==> config.mk <==
export PLATFORM = sky130hd
export DESIGN_NAME = pwm_dual_timer
export DESIGN_NICKNAME = d
export VERILOG_FILES = /design/src/rtl/pdt_pkg.sv /design/src/rtl/pdt_regs.sv /design/src/rtl/pdt_counter.sv /design/src/rtl/pdt_irq.sv /design/src/rtl/pwm_dual_timer.sv
export SDC_FILE = /design/constraint.sdc
export NUM_CORES = 1
export LEC_CHECK = 0
export BUFFER_PORTS_ARGS = -buffer_cell sky130_fd_sc_hd__buf_4
export CORE_MARGIN = 3
export CORE_UTILIZATION = 53
export DETAILED_ROUTE_END_ITERATION = 12
export PLACE_DENSITY_LB_ADDON = 0.05
export SYNTH_ARGS = -nofsm -noshare
export SYNTH_HDL_FRONTEND = slang
export SYNTH_HIERARCHICAL = 1
export SYNTH_SLANG_ARGS = --single-unit
export TNS_END_PERCENT = 100
==> constraint.sdc <==
create_clock -name clk -period 1.9 [get_ports clk]
set_input_delay 0.57 -clock clk [delete_from_list [all_inputs] [get_ports clk]]
set_output_delay 0.57 -clock clk [all_outputs]
set_load 0.03 [all_outputs]
==> src/rtl/pdt_pkg.sv <==
package pdt_pkg;

    typedef struct packed {
        logic pwm;    // bit 3
        logic mask;   // bit 2
        logic user;   // bit 1: 1 user-defined, 0 free-running
        logic en;     // bit 0
    } pdt_ctrl_t;

    typedef enum logic [1:0] {
        PDT_ADDR_LOW  = 2'd0,
        PDT_ADDR_HIGH = 2'd1,
        PDT_ADDR_CTRL = 2'd2
    } pdt_addr_e;

    typedef enum logic {
        PH_LOW  = 1'b0,
        PH_HIGH = 1'b1
    } pdt_phase_e;

    function automatic pdt_phase_e flip_phase(input pdt_phase_e p);
        return (p == PH_LOW) ? PH_HIGH : PH_LOW;
    endfunction

endpackage

==> src/rtl/pdt_regs.sv <==
module pdt_regs
    import pdt_pkg::*;
#(
    parameter int CNT_W = 32
) (
    input  logic             clk,
    input  logic             rst,
    input  logic             wr_en,
    input  logic [1:0]       wr_addr,
    input  logic [CNT_W-1:0] wr_data,
    output logic [CNT_W-1:0] ld_low,
    output logic [CNT_W-1:0] ld_high,
    output pdt_ctrl_t        ctrl
);
    localparam int CTRL_W = $bits(pdt_ctrl_t);

    always_ff @(posedge clk) begin
        if (rst) begin
            ld_low  <= '0;
            ld_high <= '0;
            ctrl    <= '0;
        end else if (wr_en) begin
            case (pdt_addr_e'(wr_addr))
                PDT_ADDR_LOW:  ld_low  <= wr_data;
                PDT_ADDR_HIGH: ld_high <= wr_data;
                PDT_ADDR_CTRL: ctrl    <= pdt_ctrl_t'(wr_data[CTRL_W-1:0]);
                default:       ;
            endcase
        end
    end

    AST_LOW_WRITE: assert property (@(posedge clk) disable iff (rst)
        (wr_en && wr_addr == 2'd0) |=> ld_low == $past(wr_data));

endmodule

==> src/rtl/pdt_counter.sv <==
module pdt_counter
    import pdt_pkg::*;
#(
    parameter int CNT_W = 32
) (
    input  logic             clk,
    input  logic             rst,
    input  logic             run,
    input  logic             user_mode,
    input  logic [CNT_W-1:0] ld_low,
    input  logic [CNT_W-1:0] ld_high,
    output logic [CNT_W-1:0] cnt,
    output pdt_phase_e       phase,
    output logic             expire
);
    localparam logic [CNT_W-1:0] CNT_MAX = {CNT_W{1'b1}};

    logic started;

    assign expire = run && started && (cnt == '0);

    always_ff @(posedge clk) begin
        if (rst) begin
            cnt     <= '0;
            phase   <= PH_LOW;
            started <= 1'b0;
        end else if (!run) begin
            phase   <= PH_LOW;
            started <= 1'b0;
        end else if (!started) begin
            cnt     <= ld_low;
            phase   <= PH_LOW;
            started <= 1'b1;
        end else if (cnt == '0) begin
            phase <= flip_phase(phase);
            if (!user_mode)
                cnt <= CNT_MAX;
            else
                cnt <= (phase == PH_LOW) ? ld_high : ld_low;
        end else begin
            cnt <= cnt - 1'b1;
        end
    end

    AST_STOP_HOLDS: assert property (@(posedge clk) disable iff (rst)
        !run |=> $stable(cnt));

    AST_START_LOADS: assert property (@(posedge clk) disable iff (rst)
        (run && !started) |=> (cnt == $past(ld_low)) && (phase == PH_LOW));

    AST_EXPIRY_TOGGLES: assert property (@(posedge clk) disable iff (rst)
        expire |=> phase != $past(phase));

    AST_FREE_RELOAD: assert property (@(posedge clk) disable iff (rst)
        (expire && !user_mode) |=> cnt == CNT_MAX);

endmodule

==> src/rtl/pdt_irq.sv <==
module pdt_irq (
    input  logic clk,
    input  logic rst,
    input  logic expire,
    input  logic eoi,
    input  logic mask,
    output logic raw,
    output logic irq
);
    always_ff @(posedge clk) begin
        if (rst)
            raw <= 1'b0;
        else if (expire)
            raw <= 1'b1;
        else if (eoi)
            raw <= 1'b0;
    end

    assign irq = raw && !mask;

    AST_EXPIRE_SETS: assert property (@(posedge clk) disable iff (rst)
        expire |=> raw);

    AST_EOI_CLEARS: assert property (@(posedge clk) disable iff (rst)
        (eoi && !expire) |=> !raw);

endmodule

==> src/rtl/pwm_dual_timer.sv <==
module pwm_dual_timer
    import pdt_pkg::*;
#(
    parameter int CNT_W = 32
) (
    input  logic             clk,
    input  logic             rst,
    input  logic             wr_en,
    input  logic [1:0]       wr_addr,
    input  logic [CNT_W-1:0] wr_data,
    input  logic             eoi,
    output logic             pwm_out,
    output logic [CNT_W-1:0] cur_val,
    output logic             irq_raw,
    output logic             irq
);
    logic [CNT_W-1:0] ld_low;
    logic [CNT_W-1:0] ld_high;
    pdt_ctrl_t        ctrl;
    pdt_phase_e       phase;
    logic             expire;

    pdt_regs #(.CNT_W(CNT_W)) u_regs (
        .clk     (clk),
        .rst     (rst),
        .wr_en   (wr_en),
        .wr_addr (wr_addr),
        .wr_data (wr_data),
        .ld_low  (ld_low),
        .ld_high (ld_high),
        .ctrl    (ctrl)
    );

    pdt_counter #(.CNT_W(CNT_W)) u_counter (
        .clk       (clk),
        .rst       (rst),
        .run       (ctrl.en),
        .user_mode (ctrl.user),
        .ld_low    (ld_low),
        .ld_high   (ld_high),
        .cnt       (cur_val),
        .phase     (phase),
        .expire    (expire)
    );

    pdt_irq u_irq (
        .clk    (clk),
        .rst    (rst),
        .expire (expire),
        .eoi    (eoi),
        .mask   (ctrl.mask),
        .raw    (irq_raw),
        .irq    (irq)
    );

    assign pwm_out = ctrl.en && ctrl.user && ctrl.pwm && (phase == PH_HIGH);

    AST_MASK_BLOCKS: assert property (@(posedge clk) disable iff (rst)
        (irq_raw && ctrl.mask) |-> !irq);

endmodule

# == Word-level counts from Yosys, hierarchy flattened ==
# Cells that the tools add are included.
# totals
regBits,103
latchBits,0
mem_bits_rw,0
rom_bits,0
inputBits,38
out_inout_bits,35
elab_cells,37
memories,0
# op_classes
addsub,1
mul,0
div,0
order_cmp,0
eq_ne,2
n_shift,0
n_mux,8
bitwise_logic,2
reduce_logical,14
# op_table
operator,n
2-to-1 mux 32 bit,4
logical NOT 32 bit,1
subtractor 32 x 1 -> 32 bit (second input constant),1
logical AND 1 bit,6
AND reduction 2 bit,3
2-to-1 mux 1 bit,4
OR reduction 3 bit,1
equality test 2 x 1 -> 1 bit (second input constant),1
equality test 2 bit (second input constant),1
logical NOT 2 bit,1
inverter 1 bit,2
nonzero test 2 bit,1
logical NOT 1 bit,1

# == Logic depth before layout (Yosys ltp) ==
# Gate-level depths: netlist of the first run.
# logic_depth
depth_word,4
depth_mapped,9
depth_no_buf,8

# == Hierarchy ==
# Netlist of the first run, hierarchy kept.
# modules_own_cells
module,n_inst,cells_each,area_each_um2,seq_area_each_um2
pdt_counter,1,397,3017.9,680.7
pdt_regs,1,260,2817.7,1361.3
pdt_irq,1,5,45.0,20.0
pwm_dual_timer,1,1,8.8,0.0

# == Worst setup path after synthesis of the first run ==
# OpenSTA, ideal clock, no wires.
# synth_timing
path_kind,register to register
startpoint,register u_counter.cnt[7]
endpoint,register u_counter.cnt[16]
setup_time_ps,125
arrival_ps,2031
t_required_ps,1775
path_slack_ps,-256
stages_incl_launch_ff,8
n_path_buf,2
period_less_slack_ps,2156
cell_sequence,dfxtp_1 nor4_4 nand2b_1 buf_2 or4_1 buf_4 a211oi_2 a211oi_1
# synth_via
elab_chain_len,3
word_cells_on_any_way,4
classes_between,add/sub: 1; mux: 2; reduce/logical: 1
# synth_rtl
element,line,source
"start, declared",pdt_counter.sv:12,"output logic [CNT_W-1:0] cnt,"
"start signal, assigned",pdt_counter.sv:31,cnt <= ld_low;
"start signal, assigned",pdt_counter.sv:39,cnt <= (phase == PH_LOW) ? ld_high : ld_low;
"start signal, assigned",pdt_counter.sv:41,cnt <= cnt - 1'b1;
subtractor 32 x 1 -> 32 bit or logical NOT 32 bit (tied branches),"pdt_counter.sv:41, pdt_counter.sv:34",
2-to-1 mux 32 bit (*),pdt_counter.sv:34,end else if (cnt == '0) begin
2-to-1 mux 32 bit (*),pdt_counter.sv:30,end else if (!started) begin
# Every way passes the cells marked *; elsewhere a longest branch is shown, timed or not.
# A chain may end at the register's enable or synchronous reset.

# == Worst setup path after layout of the first run ==
# layout_timing
startpoint,register u_counter.cnt[0]
endpoint,register u_counter.cnt[12]
# Same word-level chain as after synthesis.

==> impl_metrics.py, run 1 <==
metrics = {
    "die": {
        "row_count": 37,
        "die_width_microns": 111,
        "coreArea_sq_um": 10600,
        "dieArea_sq_um": 12400,
        "pin_count": 73,
        "initial_core_util": 0.558,
        "die_height_microns": 111,
    },
    "worst_setup_path": {
        "crit_required_ps": 2200,
        "crit_start": "u_counter/cnt[0]$_SDFFE_PP0P_",
        "r2r_end": "u_counter/cnt[12]$_SDFFE_PP0P_",
        "cp-start-kind": "flip-flop",
        "max_stage_delay_ps": 330,
        "arrival_ps": 2410,
        "crit_slowest_cell": "dfxtp_2",
        "cp-end-kind": "flip-flop",
        "worstSetupPathType": "flip-flop to flip-flop",
        "crit_top_cell": "buf_4",
        "worstPathMaxFanout": 8,
        "cp_cell_sequence": "inv_2, ha_4, nor3b_4, buf_4, nand4_1, buf_4, nor3_4, buf_6, o211ai_1, a311oi_1",
        "crit_end": "u_counter/cnt[12]$_SDFFE_PP0P_",
        "timing.rr.start": "u_counter/cnt[0]$_SDFFE_PP0P_",
        "r2r_cells": 10,
        "rrSetupSlack_ps": -210,
    },
    "power_and_ir_drop": {
        "seqPwrFrac": 0.412,
        "p_per_area_nw_per_um2": 712,
        "power_frac_comb": 0.321,
        "clockPowerShare": 0.267,
        "netSwitchingPower_w": 0.00175,
        "leakagePower_nw": 3.18,
        "p_int_w": 0.00381,
        "max-vdd-ir-drop_v": 0.000667,
        "swShare": 0.315,
    },
    "drt": {
        "dr_total_vias": 5517,
        "drtIter0Drc": 481,
        "antenna_left": 0,
        "first_pass_iters": 5,
        "wl_microns": 17200,
        "vias_per_cell": 5.85,
        "drc_errors": 0,
        "wl_per_cell_microns": 18.2,
    },
    "yosys": {
        "synth_top_area_share": 0.350,
        "synthMuxAreaShare": 0.161,
        "synth_top_family_by_area": "simple AND/OR/NAND/NOR gates",
        "synthTopCellsByArea": "dfxtp_1 35%, mux2i_1 15%, nand2b_1 13%",
        "syn_avg_cell_area_sq_um": 8.88,
        "ys_seq_area_frac": 0.350,
        "yosys.area_share.simple": 0.283,
        "synth_compound_area_frac": 0.112,
        "syn_nets": 703,
        "synth_warnings": 6,
        "ys_types": 59,
        "syn_inst": 663,
        "synth_edf_count": 0,
        "synthFlopType": "dfxtp_1",
        "synth-async-reset-ratio": 0,
        "synth_xor_area_frac": 0.0416,
        "synth_top_cell_by_area": "dfxtp_1",
        "synth-seq-cells": 103,
        "syn_area_sq_um": 5890,
        "synth_fa_ha_area_frac": 0.00425,
    },
    "placed_design": {
        "port_buffers": 72,
        "dp_hpwl_microns": 11200,
        "gp_congestion": 0.888,
    },
    "cts": {
        "hold_buffers": 0,
        "clock_latency_ps": 390,
        "clk_pin_slew_worst_paths_ps": 90,
        "clkSinkCount": 103,
        "root_buffer": "clkbuf_8",
        "cts_tree": "built",
        "clock_path_buffers": 2,
        "h-tree-depth": 3,
        "cts_made_buffers": 9,
    },
    "timing": {
        "min_period_ps": 2110,
        "fin_crit_sh": 1.11,
        "finalSetupViolCount": 34,
        "timing.final.ws_setup_ps": -208,
        "holdWs_ps": 457,
        "fmax_mhz": 474,
        "worst_pin_slew_ps": 574,
        "grt_setup_unrepaired": "yes",
        "finalHoldViolCount": 0,
        "drv_slew": 0,
        "slew_headroom": 0.617,
        "finClkSkew_ps": 7.13,
    },
    "global_route": {
        "first_global_vias": 5486,
        "grt_pass1_wl_microns": 27100,
        "grt.overflow.total": 0,
        "grt_max_degree": 33,
        "antenna_found_initial": 0,
        "grt_use_total": 0.266,
    },
    "layout": {
        "drive_gt1_frac": 0.362,
        "final_util": 0.740,
        "syn_to_final_growth_pct": 32.6,
        "layout_common_cells": "161 x buf_4, 120 x nand2b_1, 87 x mux2i_1",
        "fin_nets": 842,
        "fill_cells": 781,
        "antenna_cells": 0,
        "layout_commonest_cell": "buf_4",
    },
    "flow_run": {
        "drv_cap": 0,
    },
    "run_status": {
        "status": "complete, but fails checks",
        "violations": "setup timing",
    },
    "min_path": {
        "hp-class": "input port to flip-flop",
    },
}
per-stage QoR:
stage	std cells	cell area [sq um]	worst slack (ps)	setup TNS, ps	power (W)
2_1_floorplan	663	5990	-78.7	-152	0.00322
3_3_place_gp	899	7040	-108	-1720	0.00369
4_1_cts	931	7510	-126	-2560	0.00535
6_report	943	7810	-208	-3350	0.00556
3_5_place_dp	899	7040	-137	-2220	0.00373
5_1_grt	943	7810	-276	-5900	0.00577
layout make-up:
cell class                 instances  area (sq um)  share of cell area
multi-input combinational        502          3870               0.495
sequential                       103          2110               0.270
timing repair buffer             178          1430               0.182
clock buffer                      14           173              0.0221
tap                              136           170              0.0218
clock inverter                     2          37.5             0.00481
inverter                           8          30.0             0.00384
worst min path at each step:
| stage | startpoint | end | depth (start not counted) |
|---|---|---|---|
| 3_3_place_gp | u_regs/ld_high[20]$_SDFFE_PP0P_ | u_regs/ld_high[20]$_SDFFE_PP0P_ | 2 |
| 3_5_place_dp | u_regs/ld_high[15]$_SDFFE_PP0P_ | u_regs/ld_high[15]$_SDFFE_PP0P_ | 2 |
| 2_1_floorplan | u_regs/ld_high[25]$_SDFFE_PP0P_ | u_regs/ld_high[25]$_SDFFE_PP0P_ | 2 |
| 6_report | eoi | u_irq/raw$_SDFFE_PP0P_ | 3 |
| 5_1_grt | eoi | u_irq/raw$_SDFFE_PP0P_ | 3 |
| 4_1_cts | eoi | u_irq/raw$_SDFFE_PP0P_ | 3 |
metal layers:
layer,global-route usage,vias up,share of wire
li1,-,2606,-
met1,0.340,2695,0.43
met2,0.456,178,0.50
met3,0.0473,38,0.054
met4,0.0860,0,0.019
met5,0,-,0
Yosys cell counts, types with 3 or more instances:
cell / number
nand2b_1: 121
dfxtp_1: 103
mux2i_1: 87
nor2_1: 46
clkbuf_1: 31
nand2_1: 25
xnor2_1: 24
nand3_1: 16
nor3_1: 14
a21oi_1: 13
buf_2: 10
nand4_1: 10
nor2b_1: 10
o22ai_1: 10
or4_1: 10
o21ai_0: 9
inv_1: 8
a311oi_1: 7
mux2_2: 7
o211ai_1: 7
o21ai_1: 7
a41oi_1: 6
buf_4: 6
o21bai_1: 6
a211oi_1: 5
nor4_1: 5
a211oi_2: 4
nand3b_1: 4
or3_1: 4
xor2_1: 4
a31o_2: 3
a31oi_1: 3
buf_6: 3
nand4b_1: 3
worst max-delay path: cells and delay by family (launching register included):
kind	cells	cell delay (ps)
AOI/OAI and AO/OA	2	410
adders and majority gates	1	120
buffers and inverters	4	590
DFF	1	330
and+or+nand+nor	3	550
sequential cells by signal, indices dropped and copies added (netlist names):
register and count:
u_regs/ld_low 32, u_counter/cnt 32, u_regs/ld_high 32, u_regs/ctrl 4, u_irq/raw 1, u_counter/started 1
u_counter/phase 1
what timing repair did:
| action | 4_1_cts | 5_1_grt |
|---|---|---|
| pin swaps | 29 | 36 |
| resized for setup | 33 | 50 |
| setup endpoints to repair | 31 | 35 |
| buffers inserted | 13 | 15 |
| gates cloned | 3 | 0 |
power by group through the flow:
stage               clock network (W)  registers (W)  logic, W
floorplan                           0        0.00240  0.000821
global placement                    0        0.00234   0.00135
detailed placement                  0        0.00234   0.00138
CTS                           0.00151        0.00229   0.00155
global route                  0.00158        0.00230   0.00189
finish                        0.00148        0.00229   0.00179
cells by family (layout without fill, tap and decap cells):
family          Yosys count  in the layout
flops                   103            103
fa+ha+maj                 2              2
mux                      94             94
simple gates            284            286
buf+inv                  60            202
compound gates           92             92
xor+xnor                 28             28
(Power assumes the default switching activity.)
==> run 2: changes to the inputs <==
- PLACE_DENSITY: unset -> 0.75
- PLACE_DENSITY_LB_ADDON: 0.05 -> unset
- SKIP_CTS_REPAIR_TIMING: unset -> 1
==> impl_metrics.py, run 2 (synthesis results as in run 1) <==
metrics = {
    "run_status": {
        "status": "complete, but fails checks",
        "violations": "setup timing",
    },
    "drt": {
        "drc_errors": 0,
        "wl_microns": 16100,
        "first_pass_iters": 5,
        "dr_wl_met3_microns": 879,
        "vias_per_cell": 5.77,
        "dr_total_vias": 5340,
        "wl_met1_microns": 7050,
        "wl_per_cell_microns": 17.4,
        "drtIter0Drc": 411,
        "dr.max_layer_used": "met4",
        "met2WireLength_microns": 7890,
        "antenna_left": 0,
    },
    "worst_setup_path": {
        "worstPathMaxFanout": 12,
        "worstSetupPathType": "flip-flop to flip-flop",
        "crit_required_ps": 2210,
        "arrival_ps": 2370,
        "timing.rr.start": "u_counter/cnt[16]$_SDFFE_PP0P_",
        "cp-start-kind": "flip-flop",
        "crit_start": "u_counter/cnt[16]$_SDFFE_PP0P_",
        "cp-end-kind": "flip-flop",
    },
    "die": {
        "initial_core_util": 0.558,
        "row_count": 37,
        "pin_count": 73,
        "dieArea_sq_um": 12400,
        "coreArea_sq_um": 10600,
        "die_height_microns": 111,
        "die_width_microns": 111,
    },
    "global_route": {
        "grt_use_total": 0.254,
        "first_global_vias": 5282,
        "grt.overflow.total": 0,
        "grt_pass1_wl_microns": 25800,
        "antenna_found_initial": 0,
        "grt_max_degree": 60,
    },
    "timing": {
        "grt_setup_unrepaired": "yes",
        "timing.final.ws_setup_ps": -158,
        "drv_slew": 0,
        "worst_pin_slew_ps": 513,
        "finClkSkew_ps": 9.61,
        "fin_crit_sh": 1.08,
        "fmax_mhz": 486,
        "finalSetupViolCount": 32,
        "min_period_ps": 2060,
        "finalHoldViolCount": 0,
        "slew_headroom": 0.658,
    },
    "placed_design": {
        "dp_hpwl_microns": 11100,
        "dpl_cell_area_sq_um": 7080,
        "gp_congestion": 0.872,
        "port_buffers": 72,
        "post-place-cells": 899,
        "dp_slack_ps": -120,
    },
    "layout": {
        "final_util": 0.720,
        "layout_common_cells": "149 x buf_4, 121 x nand2b_1, 87 x mux2i_1",
        "syn_to_final_growth_pct": 29.0,
        "fin_area_sq_um": 7600,
        "regArea_sq_um": 2100,
        "antenna_cells": 0,
        "largestRegisters": "u_counter/cnt: 32 flops, u_regs/ld_high: 32 flops, u_regs/ld_low: 32 flops",
        "drive_gt1_frac": 0.322,
        "fin_nets": 825,
        "fill_cells": 833,
        "stdcell_count": 926,
        "multiInputGateArea_sq_um": 3760,
        "layout_commonest_cell": "buf_4",
    },
    "cts": {
        "h-tree-depth": 3,
        "clock_latency_ps": 400,
        "clk_pin_slew_worst_paths_ps": 100,
        "root_buffer": "clkbuf_8",
        "cts_tree": "built",
        "clock_path_buffers": 2,
        "cts_made_buffers": 9,
        "clkSinkCount": 103,
    },
    "flow_run": {
        "drv_cap": 0,
    },
    "power_and_ir_drop": {
        "netSwitchingPower_w": 0.00165,
        "clockPowerShare": 0.286,
        "max-vdd-ir-drop_v": 0.000677,
        "leakagePower_nw": 3.10,
        "swShare": 0.301,
        "seqPwrFrac": 0.419,
        "p_per_area_nw_per_um2": 720,
        "power_frac_comb": 0.295,
        "p_int_w": 0.00383,
        "power_w": 0.00547,
    },
    "min_path": {
        "hold_start": "wr_data[12]",
        "hp-class": "input port to flip-flop",
    },
}
-- run 2: path summary, 6_finish.rpt --
check	to	slack, ps	cells after the start
hold / removal	u_regs/ld_high[12]$_SDFFE_PP0P_	450	3
hold reg to reg	u_regs/ld_high[27]$_SDFFE_PP0P_	480	2
setup / recovery	u_counter/cnt[1]$_SDFFE_PP0P_	-160	9
setup reg to reg	u_counter/cnt[1]$_SDFFE_PP0P_	-160	9
-- run 2: metal layers --
metal  GRT usage  vias to the layer above
li1            -                     2583
met5           0                        -
met3      0.0625                       23
met1       0.325                     2578
met2       0.426                      156
met4      0.0770                        0
-- run 2: worst max-delay path, cell delays in order (launching register included) --
cell     delay, ps
dfxtp_2        350
nor4_4         320
nand4_1        160
buf_6          180
buf_4          160
nor3_4         230
buf_4          160
buf_6          120
nand3_1        110
a41oi_2        180
-- run 2: power by group through the flow --
| stage | clock network (W) | logic [W] | registers (W) |
|---|---|---|---|
| CTS | 0.00162 | 0.00141 | 0.00229 |
| global route | 0.00168 | 0.00173 | 0.00230 |
| finish | 0.00157 | 0.00161 | 0.00229 |
| floorplan | 0 | 0.000821 | 0.00240 |
| detailed placement | 0 | 0.00140 | 0.00234 |
| global placement | 0 | 0.00137 | 0.00234 |
-- run 2: layout make-up --
| type | count | share of cell area |
|---|---|---|
| inverter | 8 | 0.00395 |
| clock inverter | 3 | 0.00856 |
| multi-input combinational | 501 | 0.495 |
| sequential | 103 | 0.276 |
| clock buffer | 13 | 0.0209 |
| tap | 136 | 0.0224 |
| timing repair buffer | 162 | 0.173 |
-- run 2: metrics by stage --
stage / TNS [ps] / hold slack (ps)
6_report: -3140 / 452
2_1_floorplan: -152 / 446
4_1_cts: -3460 / 423
5_1_grt: -5930 / 446
3_3_place_gp: -598 / 461
3_5_place_dp: -2320 / 467
==> run 3: changes to the inputs <==
--- a/config.mk
+++ b/config.mk
@@ -7,8 +7,7 @@
 export LEC_CHECK = 0
 export BUFFER_PORTS_ARGS = -buffer_cell sky130_fd_sc_hd__buf_4
-export CORE_MARGIN = 3
-export CORE_UTILIZATION = 53
+export CORE_UTILIZATION = 36
 export DETAILED_ROUTE_END_ITERATION = 12
-export PLACE_DENSITY = 0.75
+export PLACE_DENSITY = 0.54
 export SKIP_CTS_REPAIR_TIMING = 1
 export SYNTH_ARGS = -nofsm -noshare
==> constraint.sdc (replaced) <==
create_clock -name clk -period 1.9 [get_ports clk]
set_input_delay 0 -clock clk [delete_from_list [all_inputs] [get_ports clk]]
set_output_delay 0 -clock clk [all_outputs]
set_load 0.03 [all_outputs]
==> impl_metrics.py, run 3 (synthesis results as in run 1) <==
metrics = {
    "run_status": {
        "status": "complete, but fails checks",
        "violations": "hold timing, setup timing",
    },
    "global_route": {
        "grt_use_total": 0.208,
        "grt.overflow.total": 0,
        "grt_pass1_wl_microns": 27000,
        "first_global_vias": 5222,
        "antenna_found_initial": 0,
        "grt_max_degree": 70,
    },
    "placed_design": {
        "port_buffers": 72,
        "post-place-cells": 977,
        "gp_congestion": 0.858,
        "dp_hpwl_microns": 11700,
    },
    "flow_run": {
        "drv_cap": 0,
    },
    "layout": {
        "stdcell_count": 1025,
        "drive_gt1_frac": 0.298,
        "layout_common_cells": "143 x buf_4, 121 x nand2b_1, 87 x mux2i_1",
        "fin_nets": 844,
        "layout_commonest_cell": "buf_4",
        "antenna_cells": 0,
        "syn_to_final_growth_pct": 34.5,
        "largestRegisters": "u_counter/cnt: 32 flops, u_regs/ld_high: 32 flops, u_regs/ld_low: 32 flops",
    },
    "drt": {
        "first_pass_iters": 5,
        "wl_microns": 16800,
        "wl_per_cell_microns": 16.4,
        "vias_per_cell": 5.17,
        "dr_total_vias": 5300,
        "antenna_left": 0,
        "drtIter0Drc": 285,
        "drc_errors": 0,
    },
    "cts": {
        "h-tree-depth": 3,
        "root_buffer": "clkbuf_16",
        "clk_pin_slew_worst_paths_ps": 70,
        "cts_made_buffers": 9,
        "clkSinkCount": 103,
        "clock_path_buffers": 2,
        "clock_latency_ps": 350,
        "cts_tree": "built",
    },
    "die": {
        "initial_core_util": 0.369,
        "row_count": 46,
        "dieArea_sq_um": 16900,
        "die_width_microns": 130,
        "coreArea_sq_um": 15900,
        "pin_count": 73,
        "die_height_microns": 130,
    },
    "worst_setup_path": {
        "worstSetupPathType": "flip-flop to flip-flop",
        "rrSetupSlack_ps": -130,
        "worstPathMaxFanout": 5,
        "arrival_ps": 2240,
        "cp-start-kind": "flip-flop",
        "cp-end-kind": "flip-flop",
        "crit_required_ps": 2100,
    },
    "min_path": {
        "hp-class": "input port to flip-flop",
    },
    "timing": {
        "finalHoldViolCount": 3,
        "fin_crit_sh": 1.07,
        "slew_headroom": 0.611,
        "min_period_ps": 2030,
        "drv_slew": 0,
        "worst_pin_slew_ps": 583,
        "finalSetupViolCount": 30,
        "grt_setup_unrepaired": "yes",
        "timing.final.ws_setup_ps": -134,
        "fmax_mhz": 492,
        "finClkSkew_ps": 6.73,
        "holdWs_ps": -18.4,
    },
    "power_and_ir_drop": {
        "max-vdd-ir-drop_v": 0.000469,
        "leakagePower_nw": 3.19,
        "power_w": 0.00576,
        "p_per_area_nw_per_um2": 728,
    },
}
-- run 3: layer usage --
metal | vias to the layer above | part of all wire | track usage
li1 | 2615 | - | -
met5 | - | 0 | 0
met1 | 2580 | 0.49 | 0.275
met3 | 11 | 0.033 | 0.0467
met2 | 94 | 0.47 | 0.341
met4 | 0 | 0.010 | 0.0534
-- run 3: critical path: stages (launching register included) --
cell      delay, ps
dfxtp_2         330
inv_2            70
ha_4            120
nor3b_4         180
nand4_1         160
buf_6           170
or4_4           590
a211oi_2        190
a211oi_1         70
-- run 3: final timing paths --
kind	startpoint	end	depth (start not counted)
max	u_counter/cnt[0]$_SDFFE_PP0P_	u_counter/cnt[16]$_SDFFE_PP0P_	8
min	wr_data[1]	u_regs/ctrl[1]$_SDFFE_PP0P_	3
max reg2reg	u_counter/cnt[0]$_SDFFE_PP0P_	u_counter/cnt[16]$_SDFFE_PP0P_	8
min reg2reg	u_regs/ld_high[26]$_SDFFE_PP0P_	u_regs/ld_high[26]$_SDFFE_PP0P_	2
-- run 3: final cells by class --
type | count | area [sq um]
flip-flops and latches | 103 | 2090
fillers | 1520 | 8020
clock inverters | 2 | 10.0
inverters | 8 | 30.0
clock buffers | 14 | 295
well taps | 216 | 270
repair buffers | 181 | 1490
multi-input cells | 501 | 3730
-- run 3: where the power goes --
group,internal [W],switching [W],leakage [nW]
clock,0.00107,0.000815,0.154
sequential,0.00224,0.0000597,0.847
combinational,0.000765,0.000813,2.19
-- run 3: through the flow --
step           cell area [sq um]  setup WS, ps   util  setup TNS, ps
2_1_floorplan               5990         -78.7      -           -152
3_3_place_gp                7140          -108  0.448          -2050
3_5_place_dp                7140          -164  0.448          -3100
4_1_cts                     7450          -176  0.467          -3690
5_1_grt                     7920          -238  0.497          -5580
6_report                    7920          -134  0.497          -2050
